$ cat src/rtl/frame_tx_pkg.sv
package frame_tx_pkg;
    typedef enum logic [2:0] {
        PH_IDLE  = 3'd0,
        PH_START = 3'd1,
        PH_DATA  = 3'd2,
        PH_PAR   = 3'd3,
        PH_STOP  = 3'd4
    } phase_e;

    localparam int LEN_CODE_W  = 4;
    localparam int STOP_CODE_W = 2;
    localparam int PAR_CODE_W  = 2;
endpackage

$ cat src/rtl/frame_tx_cfg.sv
module frame_tx_cfg
    import frame_tx_pkg::*;
#(
    parameter int MAX_BITS = 16,
    parameter int OVS      = 16,
    parameter int NW       = 5,
    parameter int TW       = 6
) (
    input  logic [LEN_CODE_W-1:0]  len_code,
    input  logic [STOP_CODE_W-1:0] stop_code,
    input  logic [PAR_CODE_W-1:0]  par_code,
    output logic [NW-1:0]          nbits,
    output logic [TW-1:0]          stop_ticks,
    output logic                   par_en,
    output logic                   par_odd
);
    localparam int HALF     = OVS / 2;
    localparam int MAX_CODE = MAX_BITS - 3;

    always_comb begin
        if (len_code != '0 && int'(len_code) <= MAX_CODE) begin
            nbits = NW'(len_code) + NW'(3);
        end else begin
            nbits = NW'(8);
        end
        stop_ticks = TW'(HALF) * (TW'(stop_code) + TW'(1));
        par_en     = par_code[1];
        par_odd    = par_code[0];
    end
endmodule

$ cat src/rtl/frame_tx_parity.sv
module frame_tx_parity #(
    parameter int MAX_BITS = 16,
    parameter int NW       = 5
) (
    input  logic [MAX_BITS-1:0] data,
    input  logic [NW-1:0]       nbits,
    input  logic                odd,
    output logic                par
);
    logic [MAX_BITS-1:0] mask;

    for (genvar g = 0; g < MAX_BITS; g++) begin : g_mask
        assign mask[g] = (NW'(g) < nbits);
    end

    assign par = (^(data & mask)) ^ odd;
endmodule

$ cat src/rtl/frame_tx.sv
module frame_tx
    import frame_tx_pkg::*;
#(
    parameter int MAX_BITS = 16,
    parameter int OVS      = 16
) (
    input  logic                   clk,
    input  logic                   rst_n,
    input  logic                   tick,
    input  logic                   in_valid,
    output logic                   in_ready,
    input  logic [MAX_BITS-1:0]    in_data,
    input  logic [LEN_CODE_W-1:0]  cfg_len,
    input  logic [STOP_CODE_W-1:0] cfg_stop,
    input  logic                   cfg_msb_first,
    input  logic [PAR_CODE_W-1:0]  cfg_parity,
    input  logic                   cfg_invert,
    output logic                   tx_line,
    output logic                   busy
);
    localparam int NW = $clog2(MAX_BITS + 1);
    localparam int TW = $clog2(2 * OVS + 1);
    localparam int IW = $clog2(MAX_BITS);

    typedef struct packed {
        phase_e              ph;
        logic [TW-1:0]       cnt;
        logic [NW-1:0]       bit_i;
        logic [MAX_BITS-1:0] data;
        logic [NW-1:0]       nbits;
        logic [TW-1:0]       stop_t;
        logic                msb;
        logic                par_en;
        logic                par;
        logic                inv;
    } state_t;

    state_t q, d;

    logic [NW-1:0] dec_nbits;
    logic [TW-1:0] dec_stop;
    logic          dec_par_en;
    logic          dec_par_odd;
    logic          par_bit;

    frame_tx_cfg #(
        .MAX_BITS(MAX_BITS), .OVS(OVS), .NW(NW), .TW(TW)
    ) u_cfg (
        .len_code  (cfg_len),
        .stop_code (cfg_stop),
        .par_code  (cfg_parity),
        .nbits     (dec_nbits),
        .stop_ticks(dec_stop),
        .par_en    (dec_par_en),
        .par_odd   (dec_par_odd)
    );

    frame_tx_parity #(
        .MAX_BITS(MAX_BITS), .NW(NW)
    ) u_par (
        .data (in_data),
        .nbits(dec_nbits),
        .odd  (dec_par_odd),
        .par  (par_bit)
    );

    logic [NW-1:0] sel_idx;
    logic          data_lvl;
    logic          bit_end;
    logic          stop_end;

    always_comb begin
        sel_idx  = q.msb ? (q.nbits - NW'(1) - q.bit_i) : q.bit_i;
        data_lvl = q.data[sel_idx[IW-1:0]];
        bit_end  = tick && (q.cnt == TW'(OVS - 1));
        stop_end = tick && (q.cnt == q.stop_t - TW'(1));
    end

    always_comb begin
        d = q;
        unique case (q.ph)
            PH_IDLE: begin
                if (in_valid) begin
                    d.ph     = PH_START;
                    d.cnt    = '0;
                    d.bit_i  = '0;
                    d.data   = in_data;
                    d.nbits  = dec_nbits;
                    d.stop_t = dec_stop;
                    d.msb    = cfg_msb_first;
                    d.par_en = dec_par_en;
                    d.par    = par_bit;
                    d.inv    = cfg_invert;
                end
            end
            PH_START: begin
                if (bit_end) begin
                    d.ph  = PH_DATA;
                    d.cnt = '0;
                end else if (tick) begin
                    d.cnt = q.cnt + TW'(1);
                end
            end
            PH_DATA: begin
                if (bit_end) begin
                    d.cnt = '0;
                    if (q.bit_i == q.nbits - NW'(1)) begin
                        d.ph = q.par_en ? PH_PAR : PH_STOP;
                    end else begin
                        d.bit_i = q.bit_i + NW'(1);
                    end
                end else if (tick) begin
                    d.cnt = q.cnt + TW'(1);
                end
            end
            PH_PAR: begin
                if (bit_end) begin
                    d.ph  = PH_STOP;
                    d.cnt = '0;
                end else if (tick) begin
                    d.cnt = q.cnt + TW'(1);
                end
            end
            PH_STOP: begin
                if (stop_end) begin
                    d.ph  = PH_IDLE;
                    d.cnt = '0;
                end else if (tick) begin
                    d.cnt = q.cnt + TW'(1);
                end
            end
            default: d.ph = PH_IDLE;
        endcase
    end

    always_ff @(posedge clk) begin
        if (!rst_n) begin
            q <= '0;
        end else begin
            q <= d;
        end
    end

    always_comb begin
        unique case (q.ph)
            PH_IDLE:  tx_line = cfg_invert;
            PH_START: tx_line = q.inv;
            PH_DATA:  tx_line = data_lvl ^ q.inv;
            PH_PAR:   tx_line = q.par ^ q.inv;
            PH_STOP:  tx_line = ~q.inv;
            default:  tx_line = cfg_invert;
        endcase
        in_ready = (q.ph == PH_IDLE);
        busy     = (q.ph != PH_IDLE);
    end
endmodule

$ cat config.mk
export PLATFORM = sky130hd
export DESIGN_NAME = frame_tx
export DESIGN_NICKNAME = d
export VERILOG_FILES = /design/src/rtl/frame_tx_pkg.sv /design/src/rtl/frame_tx_cfg.sv /design/src/rtl/frame_tx_parity.sv /design/src/rtl/frame_tx.sv
export SDC_FILE = /design/constraint.sdc
export NUM_CORES = 1
export LEC_CHECK = 0
export BUFFER_PORTS_ARGS = -buffer_cell sky130_fd_sc_hd__buf_2
export CORE_ASPECT_RATIO = 1.5
export CORE_MARGIN = 8
export CORE_UTILIZATION = 50
export CTS_BUF_LIST = sky130_fd_sc_hd__clkbuf_8
export DETAILED_ROUTE_END_ITERATION = 10
export GPL_TIMING_DRIVEN = 0
export MAX_ROUTING_LAYER = met4
export PLACE_DENSITY = 0.7
export SYNTH_ARGS = -nofsm -noshare
export SYNTH_HDL_FRONTEND = slang
export SYNTH_SLANG_ARGS = --single-unit
$ cat constraint.sdc
create_clock -name clk -period 4.9 [get_ports clk]
set_input_delay 0.98 -clock clk [delete_from_list [all_inputs] [get_ports clk]]
set_output_delay 0.98 -clock clk [all_outputs]
set_load 0.1 [all_outputs]
==> run metrics <==
MaxCap Viol Count=0; top cell type's share of synthesized area=29.4%; Post-synth EDFFs=0; Final period util=93.4%; largest net degree at the start of global routing=14; largest fanout on the critical path=4; leading cell types by count after synthesis=nand2_1 (63), dfxtp_1 (42), nor2_1 (24), a21boi_0 (23), xnor2_1 (19); first-pass GRT wire length=11.5 mm; cells after synthesis=353; Fin. Hold Viols=0; CTS Buf Count=5; Fmax achieved=218 MHz; fraction of registers with async set/reset=0%; Post-Synth Simple-Gate Area=24.1%; port bufs=30; hold crit path type=reg -> reg; via count=2522; synth warn=0; worst skew pair latency=0.30 ns; post-route cell area=3210 µm²; Setup CP Type=reg -> out; CTS tree=built; Post-CTS Setup Repair Bufs=0; worst rel slew slack=52.9%; max-slew violations=0; Arrival @ worst endpoint=3.60 ns; Synth Area in XOR/XNOR=10.3%; Reg-to-Reg Start=q[10]; Root Driver=clkbuf_8; Initial DRC Count=61; vias in the first global route=2525; min Tclk post-route=4.58 ns; main flop type after synthesis=dfxtp_1; CTS Hold Bufs=0; reg2reg setup slack=2.31 ns; syn nets=394; chip height=109 µm; worst setup path endpoint=tx_line; GR Overflow Total=0; VDD IR-drop max=0.000127 V; clock sinks=42; row cnt=33; most frequent cell after synthesis=nand2_1; WL final=6.76 mm; mux cell area share after synthesis=5.82%; post-synth cell types=60; Pleak=1.28 nW; Layout area overhead=12.4%; Worst Setup End Kind=output pin; Synth Area in Adders=5.08%; placed inst area=3100 µm²; Core ar.=5490 µm²; RSZ-0062 raised after global routing=false; Post-CTS Resized=0; Setup-failing EPs final=0; Yosys reg bits=42; DR vias/cell=5.47; largest family of logic cells by synthesized area=simple AND/OR/NAND/NOR gates; max reg flops=42; Synth Area in Compound Gates=19.9%; hold_ws=0.465 ns; skew final=0.00890 ns; die width=77.7 µm; antenna violations before repair=0; Most flops, register=q; Cell Area, Synth=2860 µm²; Seq/Total Area, Yosys=29.4%; # DRC=0; worst r2r path cells=10; Layout fillers=539; Syn Area/Cell=8.10 µm²; GRT Util Overall=17.2%; Final ANT Viol Nets=0; share of cells above drive strength 1=15.1%; Req. time, crit path=3.92 ns; Synth area leader=dfxtp_1; clk buf depth=2; detailed-router iteration count before antenna repair=4; worst setup path startpoint=q[10]; htree depth=2; startpoint class of the critical path=flip-flop; Initial Util=52.1%; status=complete, no violations; Area contributors post-synth=dfxtp_1 (29%), nand2_1 (8.3%), a21boi_0 (6.0%), xnor2_1 (5.8%), ha_1 (4.4%); DR WL/cell=14.7 µm; die area=8440 µm²; Regs by FF count=q (42); antenna cells=0; Clock Pin Slew Worst Setup and Hold Paths=0.08 ns; hpwl dp=5.36 mm; worst-margin pin slew=0.688 ns; PwrDens=307 nW/µm²; # IOs=33; GPL Wtd Cong=0.927; Worst R2R End=q[35]; setup TNS=0 ns; NumNets Final=431
-- layout by cell type (no fill, tap or decap), types with 6 or more instances in the layout --
cell type	netlist	final
nor2b_1	10	10
a21boi_0	23	23
o21ai_0	12	12
nand2_1	63	63
and2_1	6	6
dfxtp_1	42	42
inv_1	14	15
a21oi_1	14	14
clkbuf_1	9	9
ha_1	10	10
nor2_1	24	24
xnor2_1	19	19
buf_2	4	34
xor2_1	12	12
-- worst min-delay path by stage --
stage	cells after the start	endpoint	from
floorplan	2	q[30]	q[30]
global placement	2	q[29]	q[29]
detailed placement	2	q[26]	q[26]
CTS	2	q[26]	q[26]
global route	2	q[16]	q[16]
finish	2	q[26]	q[26]
-- where the power goes --
group / switching (mW) / internal [mW]
registers: 0.0164 / 0.366
clock network: 0.126 / 0.150
logic: 0.196 / 0.131
-- critical path, stage by stage (launching register included) --
cell and delay, ns:
dfxtp_1 0.36, inv_1 0.07, ha_1 0.34, fa_1 0.47, a21oi_1 0.46, mux4_2 0.39
mux2i_1 0.19, mux2_2 0.18, o21ai_1 0.07, xnor2_1 0.16, o221ai_2 0.15, buf_2 0.45
-- logic make-up (layout without fill, tap and decap cells) --
group | Yosys count | after routing
buf+inv | 33 | 71
compound gates | 82 | 82
mux | 11 | 11
xor+xnor | 32 | 32
fa+ha+maj | 11 | 11
flops | 42 | 42
simple gates | 142 | 142
-- final cells by class --
type / instances / area (µm²) / area share, %
Tap cell: 70 / 87.6 / 2.73
Inverter: 14 / 52.6 / 1.64
Clock inverter: 3 / 41.3 / 1.29
Sequential cell: 42 / 841 / 26.2
Timing Repair Buffer: 30 / 150 / 4.67
Multi-Input combinational cell: 278 / 1870 / 58.2
Buffer: 19 / 103 / 3.19
Clock buffer: 5 / 68.8 / 2.14
-- metrics by stage --
stage	std cells	setup WS [ns]	power [mW]	util [%]
floorplan	353	0.589	0.641	-
global placement	453	0.579	0.710	56.5
finish	461	0.323	0.987	58.5
global route	461	0.131	1.05	58.5
CTS	461	0.265	0.995	58.5
detailed placement	453	0.619	0.718	56.5
-- layer usage --
metal / part of all wire [%] / track usage [%] / wire [µm]
met1: 41 / 17.6 / 2740
met2: 52 / 31.2 / 3550
met3: 3.6 / 2.14 / 241
met4: 3.4 / 9.08 / 231
met5: 0 / - / 0
(Power assumes the default switching activity.)
